==> src/rtl/dsadc_pkg.sv <==
package dsadc_pkg;
  typedef enum logic {
    EDGE_RISE = 1'b0,
    EDGE_FALL = 1'b1
  } edge_e;
endpackage

==> src/rtl/dsadc_window_timer.sv <==
module dsadc_window_timer #(
  parameter int WIN_CYCLES = 128
) (
  input  logic clk,
  input  logic rst,
  output logic rise_restart,
  output logic fall_restart,
  output logic win_done
);
  localparam int IDX_W = (WIN_CYCLES > 1) ? $clog2(WIN_CYCLES) : 1;
  localparam logic [IDX_W-1:0] LAST_IDX = IDX_W'(WIN_CYCLES - 1);

  logic [IDX_W-1:0] slot_q;
  logic             primed_q;
  logic             first_q;

  always_ff @(posedge clk) begin
    if (rst) begin
      slot_q   <= '0;
      primed_q <= 1'b0;
      first_q  <= 1'b0;
    end else begin
      slot_q   <= (slot_q == LAST_IDX) ? '0 : slot_q + 1'b1;
      primed_q <= 1'b1;
      first_q  <= (slot_q == '0);
    end
  end

  // slot_q is the index of the rising edge about to be taken
  assign rise_restart = (slot_q == '0);
  // first_q marks the half cycle that follows the window's first rising edge
  assign fall_restart = first_q;
  assign win_done     = (slot_q == '0) && primed_q;
endmodule

==> src/rtl/dsadc_edge_counter.sv <==
module dsadc_edge_counter
  import dsadc_pkg::*;
#(
  parameter int    CNT_W = 8,
  parameter edge_e EDGE  = EDGE_RISE
) (
  input  logic             clk,
  input  logic             rst,
  input  logic             bit_in,
  input  logic             restart,
  output logic [CNT_W-1:0] count
);
  logic [CNT_W-1:0] next_count;

  assign next_count = restart ? CNT_W'(bit_in) : count + CNT_W'(bit_in);

  generate
    if (EDGE == EDGE_RISE) begin : g_rise
      always_ff @(posedge clk) begin
        if (rst) count <= '0;
        else     count <= next_count;
      end
    end else begin : g_fall
      always_ff @(negedge clk) begin
        if (rst) count <= '0;
        else     count <= next_count;
      end
    end
  endgenerate
endmodule

==> src/rtl/dsadc_edge_sampler.sv <==
module dsadc_edge_sampler (
  input  logic clk,
  input  logic rst,
  input  logic cmp_in,
  output logic fb_out
);
  logic rise_bit_q;
  logic fall_bit_q;

  always_ff @(posedge clk) begin
    if (rst) rise_bit_q <= 1'b0;
    else     rise_bit_q <= cmp_in;
  end

  always_ff @(negedge clk) begin
    if (rst) fall_bit_q <= 1'b0;
    else     fall_bit_q <= cmp_in;
  end

  // the phase of clk tells which capture is the newer one
  assign fb_out = clk ? rise_bit_q : fall_bit_q;
endmodule

==> src/rtl/dsadc_dual_edge.sv <==
module dsadc_dual_edge
  import dsadc_pkg::*;
#(
  parameter int WIN_CYCLES = 128,
  parameter int OUT_W      = 8
) (
  input  logic             clk,
  input  logic             rst,
  input  logic             cmp_in,
  output logic             fb_out,
  output logic [OUT_W-1:0] code_out,
  output logic             eoc
);
  localparam int CNT_W = $clog2(WIN_CYCLES + 1);
  localparam int SUM_W = CNT_W + 1;
  localparam int CODE_MAX = (1 << OUT_W) - 1;

  logic             rise_restart;
  logic             fall_restart;
  logic             win_done;
  logic [CNT_W-1:0] rise_cnt;
  logic [CNT_W-1:0] fall_cnt;
  logic [CNT_W-1:0] rise_hold_q;
  logic [CNT_W-1:0] fall_hold_q;
  logic             load_q;
  logic [SUM_W-1:0] sum;
  logic [OUT_W-1:0] code_next;

  dsadc_window_timer #(.WIN_CYCLES(WIN_CYCLES)) u_timer (
    .clk          (clk),
    .rst          (rst),
    .rise_restart (rise_restart),
    .fall_restart (fall_restart),
    .win_done     (win_done)
  );

  dsadc_edge_sampler u_sampler (
    .clk    (clk),
    .rst    (rst),
    .cmp_in (cmp_in),
    .fb_out (fb_out)
  );

  dsadc_edge_counter #(.CNT_W(CNT_W), .EDGE(EDGE_RISE)) u_rise_cnt (
    .clk     (clk),
    .rst     (rst),
    .bit_in  (cmp_in),
    .restart (rise_restart),
    .count   (rise_cnt)
  );

  dsadc_edge_counter #(.CNT_W(CNT_W), .EDGE(EDGE_FALL)) u_fall_cnt (
    .clk     (clk),
    .rst     (rst),
    .bit_in  (cmp_in),
    .restart (fall_restart),
    .count   (fall_cnt)
  );

  assign sum = SUM_W'(rise_hold_q) + SUM_W'(fall_hold_q);

  generate
    if (SUM_W > OUT_W) begin : g_sat
      assign code_next = (sum > SUM_W'(CODE_MAX)) ? OUT_W'(CODE_MAX) : sum[OUT_W-1:0];
    end else begin : g_nosat
      assign code_next = OUT_W'(sum);
    end
  endgenerate

  always_ff @(posedge clk) begin
    if (rst) begin
      rise_hold_q <= '0;
      fall_hold_q <= '0;
      load_q      <= 1'b0;
      code_out    <= '0;
      eoc         <= 1'b0;
    end else begin
      load_q <= win_done;
      eoc    <= load_q;
      if (win_done) begin
        rise_hold_q <= rise_cnt;
        fall_hold_q <= fall_cnt;
      end
      if (load_q) code_out <= code_next;
    end
  end
endmodule

==> config.mk <==
export PLATFORM = sky130hd
export DESIGN_NAME = dsadc_dual_edge
export DESIGN_NICKNAME = d
export VERILOG_FILES = /design/src/rtl/dsadc_pkg.sv /design/src/rtl/dsadc_window_timer.sv /design/src/rtl/dsadc_edge_counter.sv /design/src/rtl/dsadc_edge_sampler.sv /design/src/rtl/dsadc_dual_edge.sv
export SDC_FILE = /design/constraint.sdc
export NUM_CORES = 1
export LEC_CHECK = 0
export ABC_AREA = 1
export CAP_MARGIN = 20
export CORE_ASPECT_RATIO = 0.8
export CORE_MARGIN = 2
export CORE_UTILIZATION = 50
export CTS_CLUSTER_DIAMETER = 30
export DETAILED_ROUTE_END_ITERATION = 10
export HOLD_SLACK_MARGIN = 0.08
export PLACE_DENSITY_LB_ADDON = 0.15
export SLEW_MARGIN = 20
export SYNTH_ARGS = -nofsm -noshare
export SYNTH_HDL_FRONTEND = slang
export SYNTH_HIERARCHICAL = 1
export SYNTH_SLANG_ARGS = --single-unit
==> constraint.sdc <==
create_clock -name clk -period 2.2 [get_ports clk]
set_input_delay 0.22 -clock clk [delete_from_list [all_inputs] [get_ports clk]]
set_output_delay 0.22 -clock clk [all_outputs]
set_load 0.01 [all_outputs]
Yosys cells after proc, flatten, opt, wreduce, memory -nomap -nowiden:

Index checks and enable logic that the tools add are counted.

* register bits after elaboration: 53
* latch bits: 0
* bits in writable memories: 0
* ROM bits: 0
* bits of input ports: 3
* output and inout port bits: 10
* word-level logic and storage cells: 31
* memories kept: 0

* add/sub/neg operators: 4
* $mul: 0
* divide/modulo/power cells: 0
* $lt $le $gt $ge: 1
* equal/unequal tests: 1
* shifts and indexed selects: 0
* muxes and demuxes: 6
* bitwise operators: 0
* reductions and logical operators: 5

Operators by type and width (count)
* $add 8x1->8: 2
* $add 8x8->9: 1
* $gt 9x8->1 const B: 1
* $mux 8: 1
* $add 7x1->7 const B: 1
* $eq 7x7->1 const B: 1
* $logic_not 7->1: 1
* $reduce_or 2->1: 3
* $mux 1: 5
* $logic_and 1x1->1: 1

Longest topological paths before layout:

* depth in word-level cells: 3
* mapped depth: 10
* depth with buffers taken out: 10

Cells and area by module:

Netlist, hierarchy kept.

Modules (own cells, without submodules)
* dsadc_dual_edge: instances 1, cells an instance 180, area each 1282.5 µm², seq. area each 520.5 µm²
* dsadc_window_timer: instances 1, cells an instance 48, area each 384.1 µm², seq. area each 180.2 µm²
* dsadc_edge_counter (u_fall_cnt): instances 1, cells an instance 49, area each 357.8 µm², seq. area each 160.2 µm²
* dsadc_edge_counter (u_rise_cnt): instances 1, cells an instance 48, area each 354.1 µm², seq. area each 160.2 µm²
* dsadc_edge_sampler: instances 1, cells an instance 8, area each 67.6 µm², seq. area each 40.0 µm²

==> run_results.csv <==
group,metric,value,unit
status,status,"finished, violations left",
status,violations,"negative setup slack",
clocking,clk_pin_slew,0.11,ns
route,initialDrtViolationCount,104,
route,viasPerCell,4.787,
cells_and_area,fin_area,2894,sq um
global_routing,grt_overflow,0,
route,dr.pass1.iters,4,
place,dp.cells,408,
sta,rsz0062_at_grt,"true",
route,drtAntennaViolNets,0,
sta,finClkSkew,0.08350,ns
logic_synthesis,synth.distinct_cells,26,
route,drc_errors,0,
sta,slew_violations,0,
sta,slew_headroom,65.63,%
place,io_buffers,12,
floorplanning,core,4652,sq um
logic_synthesis,synth_area,2446,sq um
place,place_area,2679,sq um
critical_path,worst_setup_path_start_kind,"flop",
logic_synthesis,yosys_warnings,6,
floorplanning,fp.dieW,82.20,um
sta,tightest_slew,0.5149,ns
place,dp_slack,-0.5170,ns
cells_and_area,syn_to_final_growth,18.31,%
clocking,postCtsSetupRepairBufs,0,
critical_path,critPathArrivalTime,2.08,ns
critical_path,worstPathMaxFanout,1,
logic_synthesis,synth_nets,351,
floorplanning,die-area,5471,sq um
cells_and_area,final_nets,384,
route,post_drt_wl_per_cell,11.16,um
route,wirelength,4.766,mm
cells_and_area,drive_above_1_share,10.90,%
sta,setup_ws,-0.1006,ns
cells_and_area,layoutNonFillerInstCount,427,
critical_path,path_class,"reg -> out",
global_routing,grt_max_degree,21,
critical_path,cp_data_required_time,1.98,ns
power,p_per_area,761.3,nW/um^2
critical_path,crit_path_end_kind,"primary output",
clocking,cts_tree,"done",
floorplanning,ioPinCount,13,
floorplanning,die_y,66.56,um
place,dp_hpwl,3.410,mm
logic_synthesis,ys_ff_latch,53,
global_routing,antenna_found_initial,0,
sta,holdWs,0.2420,ns
logic_synthesis,syn_avg_cell_area,7.346,sq um
global_routing,grt.total_usage,19.84,%
route,dr_total_vias,2044,
power,ir_worst_vdd,0.4858,mV
sta,report.final.setup_viol,2,
floorplanning,start_util,52.58,%
power,p_leak,1.377,nW
sta,hold_viol,0,
clocking,insertion_delay,0.49,ns
power,power.total,0.002203,W
global_routing,grt_pass1_vias,1985,
worst_hold_path,hold_path.class,"in -> reg",
cells_and_area,num_antenna_cells,0,
floorplanning,row_count,22,
logic_synthesis,synth_cells,333,
cells_and_area,nFillCells,418,
global_routing,grt_pass1_wl,8.335,mm
logic_synthesis,yosysSeqAreaShare,43.38,%
place,place_congestion,0.8513,
run,cap_violations,0,
==> flip-flops by register name, indices dropped and copies added, names as in the netlist, 7 cells and up <==
register,count
code_out,8
fall_hold_q,8
rise_hold_q,8
u_fall_cnt/count,8
u_rise_cnt/count,8
u_timer/slot_q,7
==> repair_timing <==
action,in CTS,in global routing
endpoints found under the setup margin,3,6
hold buffers,0,0
pin swaps,1,1
gates resized for setup,8,8
==> per-layer routing <==
metal	global-route usage [%]	share of wire [%]	routed length [um]
met5	0	0	0
met4	7.500	0.80	38
met3	5.285	2.5	117
met2	31.65	45	2142
met1	25.51	52	2467
==> cell type report <==
class | instances | area, sq um | area share, %
repair buffers | 19 | 172.7 | 5.966
well taps | 60 | 75.07 | 2.594
inverters | 46 | 172.7 | 5.966
clock inverters | 13 | 66.31 | 2.291
flip-flops and latches | 53 | 1062 | 36.71
clock buffers | 9 | 121.4 | 4.194
multi-input cells | 227 | 1224 | 42.28
==> through the flow <==
step | util [%] | TNS [ns]
finish | 62.21 | -0.1006
global route | 62.21 | -0.1386
CTS | 61.32 | -0.1113
detailed placement | 57.58 | -3.125
floorplan | - | 0
global placement | 57.58 | -2.834
==> Yosys cell counts <==
cell	n	share of area, %
nor2_4	1	0.46
mux2i_1	2	0.82
fa_1	1	0.82
inv_2	3	0.46
a21oi_1	15	3.1
o21ai_0	24	4.9
xnor2_1	2	0.72
ha_1	14	7.2
o21ai_4	1	0.67
nand3_2	3	1.2
buf_4	1	0.31
dfxtp_1	53	43
clkbuf_1	4	0.61
nand3_1	17	3.5
o21ai_1	1	0.20
nand2_1	52	8.0
or2_1	1	0.26
nand2_2	3	0.77
nor2_8	1	0.82
a21o_1	2	0.61
nor3_1	3	0.61
inv_1	45	6.9
o21bai_1	1	0.31
xor2_1	2	0.72
or2_0	3	0.77
nor2_1	78	12
==> placed cells by master, fill, tap and decap left out <==
master	count
dlymetal6s2s_1	1
nor3_4	1
nand2_2	4
o21ai_0	24
o21ai_1	1
inv_2	5
nand3_2	3
nor3_1	2
or2_1	1
xnor2_1	2
o21bai_1	1
inv_6	2
buf_6	1
inv_8	1
nand2_1	51
mux2i_1	2
a21oi_1	15
clkdlybuf4s50_1	10
ha_1	12
nor2_8	1
buf_4	8
nor2_2	1
dfxtp_1	52
nand3_1	17
xor2_1	2
fa_1	1
ha_4	2
or2_0	3
a21o_1	2
clkbuf_8	8
nor2_1	77
inv_1	51
dfxtp_2	1
o21ai_4	1
nor2_4	1
==> critical path, stage by stage, from the launching register on <==
cell and delay, ns:
dfxtp_2 0.30, nand2_2 0.05, nand2_2 0.04, buf_6 0.11
==> report_power, final <==
part | total, W | switching [W] | internal (W)
clock network | 0.000861 | 0.000456 | 0.000405
logic | 0.000287 | 0.000167 | 0.000120
registers | 0.00106 | 0.0000379 | 0.00102
total | 0.00220 | 0.000660 | 0.00154
==> worst paths after layout <==
kind,startpoint,endpoint,slack [ns],cells after the start
worst min-delay path,cmp_in,u_sampler/rise_bit_q,0.24,4
worst max register to register,u_timer/fall_restart,u_fall_cnt/count[3],0.21,3
worst min register to register,u_timer/slot_q[0],u_timer/slot_q[0],0.48,1
worst max-delay path,u_sampler/fall_bit_q,fb_out,-0.10,3
==> kinds of logic (layout without fill, tap and decap cells) <==
kind of cell	after synthesis	after routing	synth area share, %
compound gates	44	44	9.770
xor+xnor	4	4	1.432
fa+ha+maj	15	15	7.980
buf+inv	53	87	8.286
flops	53	53	43.38
mux	2	2	0.8184
simple gates	162	162	28.34
Note: power is estimated with default switching activity, not from simulation.
